===== config.mk =====
export PLATFORM = sky130hd
export DESIGN_NAME = spi_ready_slave
export DESIGN_NICKNAME = d
export VERILOG_FILES = /design/src/rtl/spi_ready_pkg.sv /design/src/rtl/spi_ready_sync.sv /design/src/rtl/spi_ready_shifter.sv /design/src/rtl/spi_ready_ctrl.sv /design/src/rtl/spi_ready_slave.sv
export SDC_FILE = /design/constraint.sdc
export NUM_CORES = 1
export LEC_CHECK = 0
export CORE_AREA = 2 2 89 91
export DETAILED_ROUTE_END_ITERATION = 10
export DIE_AREA = 0 0 91 93
export PLACE_DENSITY = 0.66
export REMOVE_ABC_BUFFERS = 1
export SLEW_MARGIN = 15
export SYNTH_ARGS = -nofsm -noshare
export SYNTH_HDL_FRONTEND = slang
export SYNTH_SLANG_ARGS = --single-unit

===== constraint.sdc =====
create_clock -name clk -period 2.6 [get_ports clk]
set_input_delay 0.26 -clock clk [delete_from_list [all_inputs] [get_ports clk]]
set_output_delay 0.26 -clock clk [all_outputs]
set_load 0.03 [all_outputs]

===== src/rtl/spi_ready_pkg.sv =====
package spi_ready_pkg;

    localparam int BYTE_W = 8;
    localparam int CNT_W  = $clog2(BYTE_W + 1);

    typedef logic [BYTE_W-1:0] byte_t;

    // Controller states
    typedef enum logic [2:0] {
        ST_IDLE,   // waiting for select to fall, ready high
        ST_FRAME,  // select low, bits moving, MISO driven
        ST_DRAIN,  // MISO released, ready still high
        ST_BUSY,   // ready low, stand-in for acquisition
        ST_ABORT   // frame abandoned by timeout, wait for select high
    } ctl_state_e;

    // Synchronized pin view with edge events
    typedef struct packed {
        logic sclk_rise;
        logic sclk_fall;
        logic sel_rise;
        logic sel_fall;
        logic sel_high;
        logic mosi;
    } pin_view_t;

    function automatic logic state_ready(input ctl_state_e s);
        return (s == ST_IDLE) || (s == ST_FRAME) || (s == ST_DRAIN);
    endfunction

endpackage


===== src/rtl/spi_ready_sync.sv =====
module spi_ready_sync
    import spi_ready_pkg::*;
#(
    parameter int STAGES = 2
) (
    input  logic      clk,
    input  logic      rst,
    input  logic      sclk_i,
    input  logic      sel_n_i,
    input  logic      mosi_i,
    output pin_view_t view_o
);
    localparam int W = 3;
    localparam logic [W-1:0] IDLE_LVL = 3'b011; // {mosi, sel_n, sclk}

    logic [W-1:0] chain [STAGES];
    logic [W-1:0] last_q;
    logic [W-1:0] cur;

    always_ff @(posedge clk) begin
        if (rst) begin
            for (int i = 0; i < STAGES; i++) chain[i] <= IDLE_LVL;
            last_q <= IDLE_LVL;
        end else begin
            chain[0] <= {mosi_i, sel_n_i, sclk_i};
            for (int i = 1; i < STAGES; i++) chain[i] <= chain[i-1];
            last_q <= chain[STAGES-1];
        end
    end

    assign cur = chain[STAGES-1];

    always_comb begin
        view_o.sclk_rise = cur[0] & ~last_q[0];
        view_o.sclk_fall = ~cur[0] & last_q[0];
        view_o.sel_rise  = cur[1] & ~last_q[1];
        view_o.sel_fall  = ~cur[1] & last_q[1];
        view_o.sel_high  = cur[1];
        view_o.mosi      = cur[2];
    end

endmodule


===== src/rtl/spi_ready_shifter.sv =====
module spi_ready_shifter
    import spi_ready_pkg::*;
(
    input  logic             clk,
    input  logic             rst,
    input  logic             load_i,
    input  byte_t            load_byte_i,
    input  logic             active_i,
    input  pin_view_t        view_i,
    output logic             tx_bit_o,
    output byte_t            rx_byte_o,
    output logic [CNT_W-1:0] bit_cnt_o
);
    byte_t            tx_q;
    byte_t            rx_q;
    logic [CNT_W-1:0] cnt_q;

    always_ff @(posedge clk) begin
        if (rst) begin
            tx_q  <= '0;
            rx_q  <= '0;
            cnt_q <= '0;
        end else if (load_i) begin
            tx_q  <= load_byte_i;
            rx_q  <= '0;
            cnt_q <= '0;
        end else if (active_i) begin
            if (view_i.sclk_rise && cnt_q != CNT_W'(BYTE_W)) begin
                rx_q  <= {rx_q[BYTE_W-2:0], view_i.mosi};
                cnt_q <= cnt_q + 1'b1;
            end
            // the first falling edge only opens the frame; later ones advance
            if (view_i.sclk_fall && cnt_q != '0)
                tx_q <= {tx_q[BYTE_W-2:0], 1'b0};
        end
    end

    assign tx_bit_o  = tx_q[BYTE_W-1];
    assign rx_byte_o = rx_q;
    assign bit_cnt_o = cnt_q;

endmodule


===== src/rtl/spi_ready_ctrl.sv =====
module spi_ready_ctrl
    import spi_ready_pkg::*;
#(
    parameter int BUSY_CYCLES    = 1000,
    parameter int TIMEOUT_CYCLES = 750000
) (
    input  logic             clk,
    input  logic             rst,
    input  pin_view_t        view_i,
    input  logic [CNT_W-1:0] bit_cnt_i,
    input  byte_t            rx_byte_i,
    input  byte_t            rsp_i,
    output ctl_state_e       state_o,
    output logic             load_o,
    output byte_t            rsp_q_o,
    output logic             cmd_valid_o,
    output byte_t            cmd_data_o
);
    localparam int BW = $clog2(BUSY_CYCLES + 1);
    localparam int TW = $clog2(TIMEOUT_CYCLES + 1);

    ctl_state_e st_q;
    logic [BW-1:0] busy_q;
    logic [TW-1:0] tmo_q;
    logic          pend_q;
    logic          abort_q;
    byte_t         rsp_q;
    byte_t         cmd_q;
    logic          strobe_q;

    always_ff @(posedge clk) begin
        if (rst) begin
            st_q     <= ST_BUSY;
            busy_q   <= '0;
            tmo_q    <= '0;
            pend_q   <= 1'b0;
            abort_q  <= 1'b0;
            rsp_q    <= '0;
            cmd_q    <= '0;
            strobe_q <= 1'b0;
        end else begin
            strobe_q <= 1'b0;
            unique case (st_q)
                ST_IDLE: begin
                    if (view_i.sel_fall) begin
                        st_q  <= ST_FRAME;
                        tmo_q <= '0;
                    end
                end
                ST_FRAME: begin
                    if (view_i.sel_rise) begin
                        if (bit_cnt_i == CNT_W'(BYTE_W)) begin
                            cmd_q    <= rx_byte_i;
                            strobe_q <= 1'b1;
                            pend_q   <= 1'b1;
                            abort_q  <= 1'b0;
                            st_q     <= ST_DRAIN;
                        end else begin
                            st_q <= ST_IDLE;
                        end
                    end else if (tmo_q == TW'(TIMEOUT_CYCLES - 1)) begin
                        abort_q <= 1'b1;
                        pend_q  <= 1'b0;
                        rsp_q   <= '0;
                        st_q    <= ST_DRAIN;
                    end else begin
                        tmo_q <= tmo_q + 1'b1;
                    end
                end
                ST_DRAIN: begin
                    busy_q <= '0;
                    st_q   <= abort_q ? ST_ABORT : ST_BUSY;
                end
                ST_ABORT: begin
                    if (view_i.sel_high) begin
                        abort_q <= 1'b0;
                        busy_q  <= '0;
                        st_q    <= ST_BUSY;
                    end
                end
                ST_BUSY: begin
                    if (busy_q == BW'(BUSY_CYCLES - 1)) begin
                        st_q <= ST_IDLE;
                        if (pend_q) rsp_q <= rsp_i;
                        pend_q <= 1'b0;
                    end else begin
                        busy_q <= busy_q + 1'b1;
                    end
                end
                default: st_q <= ST_IDLE;
            endcase
        end
    end

    assign state_o     = st_q;
    assign load_o      = (st_q == ST_IDLE) && view_i.sel_fall;
    assign rsp_q_o     = rsp_q;
    assign cmd_valid_o = strobe_q;
    assign cmd_data_o  = cmd_q;

endmodule


===== src/rtl/spi_ready_slave.sv =====
module spi_ready_slave
    import spi_ready_pkg::*;
#(
    parameter int BUSY_CYCLES    = 1000,
    parameter int TIMEOUT_CYCLES = 750000,
    parameter int SYNC_STAGES    = 2
) (
    input  logic       clk,
    input  logic       rst,
    input  logic       sclk_i,
    input  logic       sel_n_i,
    input  logic       mosi_i,
    output logic       miso_o,
    output logic       miso_oe_o,
    output logic       ready_o,
    output logic       cmd_valid_o,
    output logic [7:0] cmd_data_o,
    input  logic [7:0] rsp_data_i
);
    pin_view_t        view;
    ctl_state_e       state;
    logic             load;
    byte_t            rsp_q;
    byte_t            rx_byte;
    logic [CNT_W-1:0] bit_cnt;
    logic             tx_bit;

    spi_ready_sync #(.STAGES(SYNC_STAGES)) u_sync (
        .clk     (clk),
        .rst     (rst),
        .sclk_i  (sclk_i),
        .sel_n_i (sel_n_i),
        .mosi_i  (mosi_i),
        .view_o  (view)
    );

    spi_ready_shifter u_shift (
        .clk         (clk),
        .rst         (rst),
        .load_i      (load),
        .load_byte_i (rsp_q),
        .active_i    (state == ST_FRAME),
        .view_i      (view),
        .tx_bit_o    (tx_bit),
        .rx_byte_o   (rx_byte),
        .bit_cnt_o   (bit_cnt)
    );

    spi_ready_ctrl #(
        .BUSY_CYCLES    (BUSY_CYCLES),
        .TIMEOUT_CYCLES (TIMEOUT_CYCLES)
    ) u_ctrl (
        .clk         (clk),
        .rst         (rst),
        .view_i      (view),
        .bit_cnt_i   (bit_cnt),
        .rx_byte_i   (rx_byte),
        .rsp_i       (rsp_data_i),
        .state_o     (state),
        .load_o      (load),
        .rsp_q_o     (rsp_q),
        .cmd_valid_o (cmd_valid_o),
        .cmd_data_o  (cmd_data_o)
    );

    assign miso_oe_o = (state == ST_FRAME);
    assign miso_o    = miso_oe_o & tx_bit;
    assign ready_o   = state_ready(state);

endmodule


==> flow_summary.toml <==
[run_status]
outcome = "finished clean"

[power]
p_leak_uw = 0.00150
vdd_ir_drop_max_uv = 375
total_power_uw = 2320
p_per_area_nw_per_um2 = 567

[timing]
setup_tns_ns = 0
fmax_mhz = 420
relSlewSlack_pct = 61.1
finalCritPeriodShare_pct = 91.7
hold_violations = 0
tightest_slew_ns = 0.583
drv_slew = 0
fin_crit_ns = 2.38
rsz0062_at_grt = "no"
setup_viol = 0
holdWs_ns = 0.414
skew_ns = 0.00842

[critical_path]
cp_num_buf_inv = 2
crit_path_end_kind = "primary output"
critPathSlowestCell = "clkdlybuf4s50_1"
path_max_fanout = 13
crit_family = "buffers and inverters"
max_stage_delay_ns = 0.69
r2r_start = "u_ctrl.tmo_q[10]"
cp_cell_sequence = "and2b_1 -> nand2b_1 -> inv_1 -> clkdlybuf4s50_1"
required_ns = 2.34
start_kind = "flop"
worstSetupPathType = "reg -> out"
startpoint = "u_ctrl.state_o[2]"
arrival_ns = 2.12

[drt]
vias = 2735
detail_route.first_pass.iterations = 4
drt_iter0_markers = 184
vias_per_cell = 5.29
wl_per_cell_um = 12.8
final_antenna_net_count = 0
routed_wl_um = 6600
drc = 0

[placed_design]
dp_cells = 501
port_buffers = 24
place_hpwl_um = 4500
gp_congestion = 0.801

[synthesis]
synth-compound-area-share_pct = 12.5
synth_ff_type = "dfxtp_1"
synth_warnings = 0
avgSynthCellArea_um2 = 9.22
synth_top_family_by_area = "simple AND/OR/NAND/NOR gates"
synthTopCellsByCount = "80 x dfxtp_1, 63 x nor2_1, 26 x mux2i_1, 14 x a21oi_1, 13 x nand2_1"
synth_top_area_cell = "dfxtp_1"
synthMuxAreaShare_pct = 7.35
ys_types = 54
ys_seq_area_share_pct = 45.2
netlist.area_leader.share_pct = 45.2
yosys.area_share.simple_pct = 24.1
async_flop_share_pct = 0
synth-seq-cells = 80
yosysMostFrequentCell = "dfxtp_1"
synthTopCellsByArea = "dfxtp_1 45%, mux2i_1 7.3%, nor2_1 6.7%, xnor2_1 3.0%, xor2_1 2.2%"
synth_adder_area_share_pct = 1.41
synth_xor_area_share_pct = 5.19
synth_edf_count = 0
syn_area_um2 = 3540
syn-instance-count = 384

[clock_network]
clock_latency_ns = 0.35
hold_buffers = 0
cts_buffers = 9
root_buffer = "clkbuf_8"
h-tree-depth = 3
clkSlewWorstSetupHoldPaths_ns = 0.08
numClockSinks = 80
cts_tree = "built"
clockBufferDepth = 2

[finish]
multi_input_area_um2 = 1800
drive_above_1_share_pct = 10.1
seqCellArea_um2 = 1600
final_cells = 517
final_nets = 427
final_util_pct = 54.5
fill_cells = 714
n_antenna_cell = 0
syn2layout_area_growth_pct = 15.8

[global_routing]
grt_antenna_before_repair = 0
grt_overflow_total = 0
grt_start_max_net_pins = 33
grt_pass1_vias = 2519
grtUsageTotal_pct = 16.5
grt_pass1_wl_um = 11500

[min_path]
worstHoldStart = "u_sync.chain[0][0]"
min_path_type = "reg -> reg"

[floorplanning]
num_rows = 32
initial_core_util_pct = 47.1
die_w_um = 91
die-area_um2 = 8460
io_pins = 25
core_area_um2 = 7530
fp.dieH_um = 93

[flow_run]
cap_violations = 0
## logic make-up (layout without fill, tap and decap cells)
kind of cell	Yosys count	count (layout)
AOI/OAI and AO/OA	63	63
and+or+nand+nor	162	162
buffers and inverters	28	59
xor gates and xnor gates	21	21
adders and majority gates	4	4
muxes	26	26
DFF	80	80
## stage by stage
step | cell area (um2) | worst slack [ns]
after floorplan | 3430 | -0.0253
after global placement | 3870 | 0.471
after detailed placement | 3870 | 0.399
after CTS | 4100 | 0.0879
after global routing | 4100 | 0.101
final | 4100 | 0.217
## timing repair
item / 4_1_cts / 5_1_grt
gates resized for setup: 1 / 1
hold endpoints to repair: 0 / 0
pin swaps: 0 / 0
setup endpoints to repair: 1 / 1
setup buffers: 0 / 0
## area by class of cell
cell class	instances	area share (%)
Tap cell	102	3.11
Clock buffer	9	3.02
Clock inverter	7	2.50
Inverter	10	0.915
Timing Repair Buffer	33	7.57
Sequential cell	80	39.1
Multi-Input combinational cell	276	43.8
## per-layer routing
layer / global-route usage, % / share of wire [%]
met1: 21.6 / 49
met2: 26.1 / 46
met3: 4.59 / 3.4
met4: 6.19 / 1.5
met5: 0 / 0
## final timing paths
path	cells past startpoint	end	slack, ns
min reg2reg	1	u_sync.chain[0][3]	0.41
max reg2reg	5	u_ctrl.rsp_q_o[5]	0.46
min	1	u_sync.chain[0][3]	0.41
max	4	miso_oe_o	0.22
## state kept, by name, summed over array words and instances, names as in the netlist
name / count
u_ctrl.rsp_q_o: 8
u_ctrl.cmd_valid_o: 1
u_shift.bit_cnt_o: 4
u_shift.tx_q: 8
u_ctrl.tmo_q: 20
u_ctrl.state_o: 3
u_sync.chain: 6
u_ctrl.cmd_data_o: 8
u_shift.rx_byte_o: 8
u_ctrl.busy_q: 10
u_sync.last_q: 2
u_ctrl.pend_q: 1
u_ctrl.abort_q: 1
## power by group
part	leakage, uW	switching (uW)	internal (uW)
logic	0.000740	30.8	30.8
clock network	0.000111	470	552
registers	0.000647	7.59	1230
total	0.00150	508	1820
## cells in the final DEF (no fill, tap or decap), types with 7 or more instances in the layout
cell	netlist	final
a211oi_1	9	9
a21oi_1	14	14
a22o_1	8	8
buf_4	1	9
clkbuf_8	0	9
clkdlybuf4s50_1	0	23
dfxtp_1	80	79
inv_1	10	10
mux2i_1	26	26
nand2_1	13	13
nand3_1	10	10
nand4_1	10	10
nor2_1	63	63
nor2b_1	8	8
nor3_1	8	8
nor4_1	8	8
o21ai_0	10	10
or3_1	7	7
xnor2_1	12	12
xor2_1	9	9
No activity file was read; power rests on OpenSTA's default activity.
